--- src/rtl/dma_cmpl_rst_pkg.sv ---
package dma_cmpl_rst_pkg;

  typedef enum logic [1:0] {
    SEQ_IDLE   = 2'd0,
    SEQ_HOLD   = 2'd1,
    SEQ_SETTLE = 2'd2,
    SEQ_REINIT = 2'd3
  } seq_state_t;

  typedef struct packed {
    logic dirty;
    logic dn_cmp;
    logic up_cmp;
  } eng_stat_t;

endpackage

--- src/rtl/dma_xfer_tracker.sv ---
module dma_xfer_tracker
  import dma_cmpl_rst_pkg::*;
(
  input  logic      clk,
  input  logic      rst,
  input  logic      start_req,
  input  logic      start_up,
  input  logic      stat_valid,
  input  eng_stat_t stat,
  input  logic      in_reset,
  input  logic      rst_finish,
  output logic      busy_q,
  output logic      dir_up_q,
  output logic      grant_q,
  output logic      reject_q,
  output logic      done_q,
  output logic      err_q
);

  logic cmpl_hit;

  // a status sample ends the open transfer only for its own direction
  assign cmpl_hit = stat_valid &
                    (stat.dirty | (stat.up_cmp & dir_up_q) | (stat.dn_cmp & ~dir_up_q));

  always_ff @(posedge clk) begin
    if (rst) begin
      busy_q   <= 1'b0;
      dir_up_q <= 1'b0;
      grant_q  <= 1'b0;
      reject_q <= 1'b0;
      done_q   <= 1'b0;
      err_q    <= 1'b0;
    end else begin
      grant_q  <= 1'b0;
      reject_q <= 1'b0;
      done_q   <= 1'b0;
      err_q    <= 1'b0;
      if (busy_q) begin
        if (rst_finish) begin
          busy_q <= 1'b0;
          done_q <= 1'b1;
          err_q  <= 1'b1;
        end else if (cmpl_hit) begin
          busy_q <= 1'b0;
          done_q <= 1'b1;
          err_q  <= stat.dirty;
        end
      end
      if (start_req) begin
        if (busy_q || in_reset) begin
          reject_q <= 1'b1;
        end else begin
          grant_q  <= 1'b1;
          busy_q   <= 1'b1;
          dir_up_q <= start_up;
        end
      end
    end
  end

endmodule

--- src/rtl/dma_rst_sequencer.sv ---
module dma_rst_sequencer
  import dma_cmpl_rst_pkg::*;
#(
  parameter int SETTLE_CYC = 100
) (
  input  logic clk,
  input  logic rst,
  input  logic trigger,
  output logic eng_rst_q,
  output logic reinit_q,
  output logic in_reset
);

  localparam int CNT_W = $clog2(SETTLE_CYC + 1);
  localparam logic [CNT_W-1:0] LAST = CNT_W'(SETTLE_CYC - 1);

  seq_state_t       state_q;
  logic [CNT_W-1:0] cnt_q;

  assign in_reset = (state_q != SEQ_IDLE);

  always_ff @(posedge clk) begin
    if (rst) begin
      state_q   <= SEQ_IDLE;
      cnt_q     <= '0;
      eng_rst_q <= 1'b0;
      reinit_q  <= 1'b0;
    end else begin
      case (state_q)
        SEQ_IDLE: begin
          if (trigger) begin
            state_q   <= SEQ_HOLD;
            cnt_q     <= '0;
            eng_rst_q <= 1'b1;
          end
        end
        SEQ_HOLD: begin
          if (cnt_q == LAST) begin
            state_q   <= SEQ_SETTLE;
            cnt_q     <= '0;
            eng_rst_q <= 1'b0;
          end else begin
            cnt_q <= cnt_q + 1'b1;
          end
        end
        SEQ_SETTLE: begin
          if (cnt_q == LAST) begin
            state_q  <= SEQ_REINIT;
            reinit_q <= 1'b1;
          end else begin
            cnt_q <= cnt_q + 1'b1;
          end
        end
        default: begin
          state_q  <= SEQ_IDLE;
          reinit_q <= 1'b0;
        end
      endcase
    end
  end

endmodule

--- src/rtl/dma_stat_ack.sv ---
module dma_stat_ack #(
  parameter int STAT_W = 3
) (
  input  logic              clk,
  input  logic              rst,
  input  logic              stat_valid,
  input  logic [STAT_W-1:0] stat_bits,
  output logic              clr_valid_q,
  output logic [STAT_W-1:0] clr_bits_q
);

  always_ff @(posedge clk) begin
    if (rst) begin
      clr_valid_q <= 1'b0;
      clr_bits_q  <= '0;
    end else begin
      clr_valid_q <= stat_valid;
      clr_bits_q  <= stat_valid ? stat_bits : '0;
    end
  end

endmodule

--- src/rtl/dma_cmpl_rst_ctrl.sv ---
module dma_cmpl_rst_ctrl
  import dma_cmpl_rst_pkg::*;
#(
  parameter int FREQ_MHZ = 100,
  parameter int HOLD_US  = 100
) (
  input  logic       clk,
  input  logic       rst,
  input  logic       start_req,
  input  logic       start_up,
  input  logic       stat_valid,
  input  logic [2:0] stat_bits,
  input  logic       sw_reset_req,
  input  logic       link_reset,
  input  logic       client_gone,
  output logic       start_grant,
  output logic       start_reject,
  output logic       busy,
  output logic       done,
  output logic       err,
  output logic       clr_valid,
  output logic [2:0] clr_bits,
  output logic       eng_rst,
  output logic       in_reset,
  output logic       reinit
);

  localparam int SETTLE_CYC = FREQ_MHZ * HOLD_US;

  eng_stat_t stat_s;
  logic      busy_s;
  logic      xfer_dir_up;
  logic      rst_fin;
  logic      in_rst_s;
  logic      rst_trig;

  assign stat_s   = eng_stat_t'(stat_bits);
  assign rst_trig = link_reset | sw_reset_req | (client_gone & busy_s);
  assign rst_fin  = reinit;
  assign busy     = busy_s;
  assign in_reset = in_rst_s;

  dma_xfer_tracker u_trk (
    .clk        (clk),
    .rst        (rst),
    .start_req  (start_req),
    .start_up   (start_up),
    .stat_valid (stat_valid),
    .stat       (stat_s),
    .in_reset   (in_rst_s),
    .rst_finish (rst_fin),
    .busy_q     (busy_s),
    .dir_up_q   (xfer_dir_up),
    .grant_q    (start_grant),
    .reject_q   (start_reject),
    .done_q     (done),
    .err_q      (err)
  );

  dma_rst_sequencer #(.SETTLE_CYC(SETTLE_CYC)) u_seq (
    .clk       (clk),
    .rst       (rst),
    .trigger   (rst_trig),
    .eng_rst_q (eng_rst),
    .reinit_q  (reinit),
    .in_reset  (in_rst_s)
  );

  dma_stat_ack #(.STAT_W(3)) u_ack (
    .clk         (clk),
    .rst         (rst),
    .stat_valid  (stat_valid),
    .stat_bits   (stat_bits),
    .clr_valid_q (clr_valid),
    .clr_bits_q  (clr_bits)
  );

endmodule

--- config.mk ---
export PLATFORM = sky130hd
export DESIGN_NAME = dma_cmpl_rst_ctrl
export DESIGN_NICKNAME = d
export VERILOG_FILES = /design/src/rtl/dma_cmpl_rst_pkg.sv /design/src/rtl/dma_xfer_tracker.sv /design/src/rtl/dma_rst_sequencer.sv /design/src/rtl/dma_stat_ack.sv /design/src/rtl/dma_cmpl_rst_ctrl.sv
export SDC_FILE = /design/constraint.sdc
export NUM_CORES = 1
export LEC_CHECK = 0
export BUFFER_PORTS_ARGS = -buffer_cell sky130_fd_sc_hd__buf_4
export CAP_MARGIN = 40
export CORE_AREA = 2 2 66 68
export DETAILED_ROUTE_END_ITERATION = 6
export DIE_AREA = 0 0 68 70
export HOLD_SLACK_MARGIN = 0.05
export REMOVE_ABC_BUFFERS = 1
export SLEW_MARGIN = 25
export SYNTH_ARGS = -nofsm -noshare
export SYNTH_HDL_FRONTEND = slang
export SYNTH_SLANG_ARGS = --single-unit
--- constraint.sdc ---
create_clock -name clk -period 1.95 [get_ports clk]
set_input_delay 0.0975 -clock clk [delete_from_list [all_inputs] [get_ports clk]]
set_output_delay 0.0975 -clock clk [all_outputs]
set_load 0.02 [all_outputs]
==> run summary <==
Num rows -> 24
Antenna viol nets, final -> 0
CTS Buf Count -> 3
H-tree Lvls -> 1
Critical Path End Type -> register
Largest net degree at the start of global routing -> 17
Crit path time final -> 2.04 ns
Top Usage Layer GRT -> met2
CP Max Fanout -> 6
Per-cell routed wire length -> 13.4 um
Grt total ovfl -> 0
Vias in the first global route -> 1196
Setup tns final -> -0.246 ns
Worst hold stages -> 2
Count of pins over their slew limit -> 0
Slew headroom -> 69.6%
Mapped Cells -> 156
Routability cong. -> 0.805
Max-cap viol count -> 0
Worst EP arrival -> 2.25 ns
Clock transition at the registers of the reported paths -> 0.10 ns
Chip height -> 70 um
Placed inst area -> 1730 um2
Die Footprint -> 4760 um2
Clk buf depth -> 2
Initial antenna violation count -> 0
Worst hold path class -> primary input to register
WL final -> 3.38 mm
Outcome -> finished with violations
Largest Register -> u_seq.cnt_q
Final HPWL DP -> 2.39 mm
Main flop type after synthesis -> dfxtp_1
Clock Skews -> 0.00650 ns
Async S/R FF share, synth -> 0%
Yosys cell types -> 40
Post-Syn Area -> 1380 um2
Input/output buffers -> 22
Via density per instance -> 5.19
R2R Setup Slk -> -0.09 ns
Largest registers -> u_seq.cnt_q x14, u_ack.clr_bits_q x3, u_seq.state_q x2
Crit path to -> u_seq.cnt_q[12]
Max VDD drop -> 0.522 mV
Share of layout cells above drive strength 1 -> 35.3%
Largest cells by area after synthesis -> dfxtp_1 41%, xnor2_1 6.4%, ha_1 5.5%
Via count -> 1314
# IOs -> 23
RSZ-0062 raised after global routing -> yes
Skew-Pair Late Insertion Delay -> 0.28 ns
Clk root buf -> clkbuf_8
GR Util met2 -> 25.0%
CTS tree -> built
Core box area -> 4140 um2
Critical path launch point type -> register
#FFs+latches synth -> 28
Setup crit start -> u_seq.state_q[0]
Ys Warns -> 0
Worst slew pin tran -> 0.454 ns
Setup CP Type -> register to register
Commonest non-fill, non-tap cell in the layout -> buf_4
Clk sinks -> 28
Fin crit share -> 105%
Worst r2r path cells -> 8
P&R area growth vs syn -> 42.4%
Syn Area/Cell -> 8.82 um2
Drt first-iter violations -> 50
N_diodes -> 0
# setup viols final -> 12
Pwr dens -> 1120 nW/um2
Reg-to-reg endpoint -> u_seq.cnt_q[12]
Most frequent cells in the layout -> 40 x buf_4, 25 x dfxtp_1, 17 x nor2_1
Start of the worst register-to-register path -> u_seq.state_q[0]
M3 GR Usage -> 4.03%
CP Data Required Time -> 2.16 ns
Number of flip-flops under the largest register name -> 14
Failing checks -> negative setup slack
Global-route wire length before repair -> 5.29 mm
Top cell type's share of synthesized area -> 40.7%
Part of the Yosys area used for sequential elements -> 40.7%
Pre-Repair DR Iteration Count -> 4
Leak -> 0.000754 uW
EDFF count, synth -> 0
M1 GR Usage -> 16.4%
DRC Markers -> 0
DIE WIDTH -> 68 um
Max Fclk -> 490 MHz
Starting Density -> 33.2%
Finished Cell Area -> 1960 um2
Fin. Hold Viols -> 0
Final Net Count -> 219
Fin worst setup slack -> -0.0914 ns
GR Util All Layers -> 14.3%
Synth area leader -> dfxtp_1
## where the power goes
part | switching [uW] | internal, uW
combinational | 575 | 478
clock | 187 | 275
sequential | 45.0 | 635
## cells in the mapped netlist, drive strengths merged, types with 2 or more instances
cell / instances
a2111oi: 5
a211oi: 5
a21o: 2
a21oi: 12
and2: 3
and3: 2
and4: 2
buf: 3
clkbuf: 4
dfxtp: 28
ha: 6
inv: 4
nand2: 16
nand3: 9
nor2: 19
nor2b: 2
nor3: 3
o21ai: 2
o31ai: 2
or4: 2
or4b: 3
xnor2: 10
## cell type report
type                    count  area (um2)
clock inverters             1        30.0
flip-flops and latches     28         564
fillers                   393        2180
inverters                   4        15.0
multi-input cells         117         831
well taps                  52        65.1
clock buffers               3        41.3
repair buffers             48         413
## worst max-delay path, stage by stage (launching register included)
cell and delay [ns]:
dfxtp_1 0.36, inv_1 0.09, ha_1 0.20, nor3_1 0.08
a21o_1 0.17, a21o_2 0.22, buf_12 0.13, or4_1 0.50
a21oi_1 0.20
## kinds of logic after synthesis
family | count (synthesis) | share of synthesized area, %
AO/OA/AOI/OAI | 32 | 16.4
XOR/XNOR | 10 | 6.36
buffers and inverters | 11 | 3.82
multiplexers | 1 | 0.727
adder cells (fa/ha/maj) | 6 | 5.45
flip-flops | 28 | 40.7
AND/OR/NAND/NOR | 68 | 26.5
## how the worst min path moves through the flow
stage	start	to	slack [ns]
2_1_floorplan	rst	u_seq.state_q[0]	0.17
3_3_place_gp	stat_bits[0]	u_ack.clr_bits_q[0]	0.31
3_5_place_dp	stat_bits[1]	u_ack.clr_bits_q[1]	0.32
4_1_cts	rst	u_trk.busy_q	0.05
5_1_grt	rst	u_trk.busy_q	0.06
6_report	rst	u_trk.busy_q	0.06
## repair_timing
action | 4_1_cts | 5_1_grt
gates cloned | 0 | 1
resized for setup | 6 | 21
hold buffers | 3 | 0
hold endpoints to repair | 3 | 0
pin swaps | 3 | 7
endpoints found under the setup margin | 16 | 18
buffers inserted | 1 | 1
## metal layers
metal | wire length (um) | share of wire, % | vias up
li1 | - | - | 647
met3 | 196 | 5.8 | 7
met4 | 44 | 1.3 | 0
met5 | 0 | 0 | -
met2 | 1670 | 50 | 42
met1 | 1460 | 43 | 618
## per-stage QoR
step | cells | worst slack, ns | total power, uW | util [%] | hold slack (ns)
2_1_floorplan | 149 | -0.438 | 1210 | - | 0.167
3_3_place_gp | 243 | -0.0760 | 1660 | 41.8 | 0.315
3_5_place_dp | 243 | -0.0860 | 1660 | 41.8 | 0.318
4_1_cts | 251 | -0.0655 | 2150 | 45.0 | 0.0521
5_1_grt | 253 | -0.213 | 2340 | 47.3 | 0.0568
6_report | 253 | -0.0914 | 2200 | 47.3 | 0.0551
Note: power is estimated with default switching activity, not from simulation.
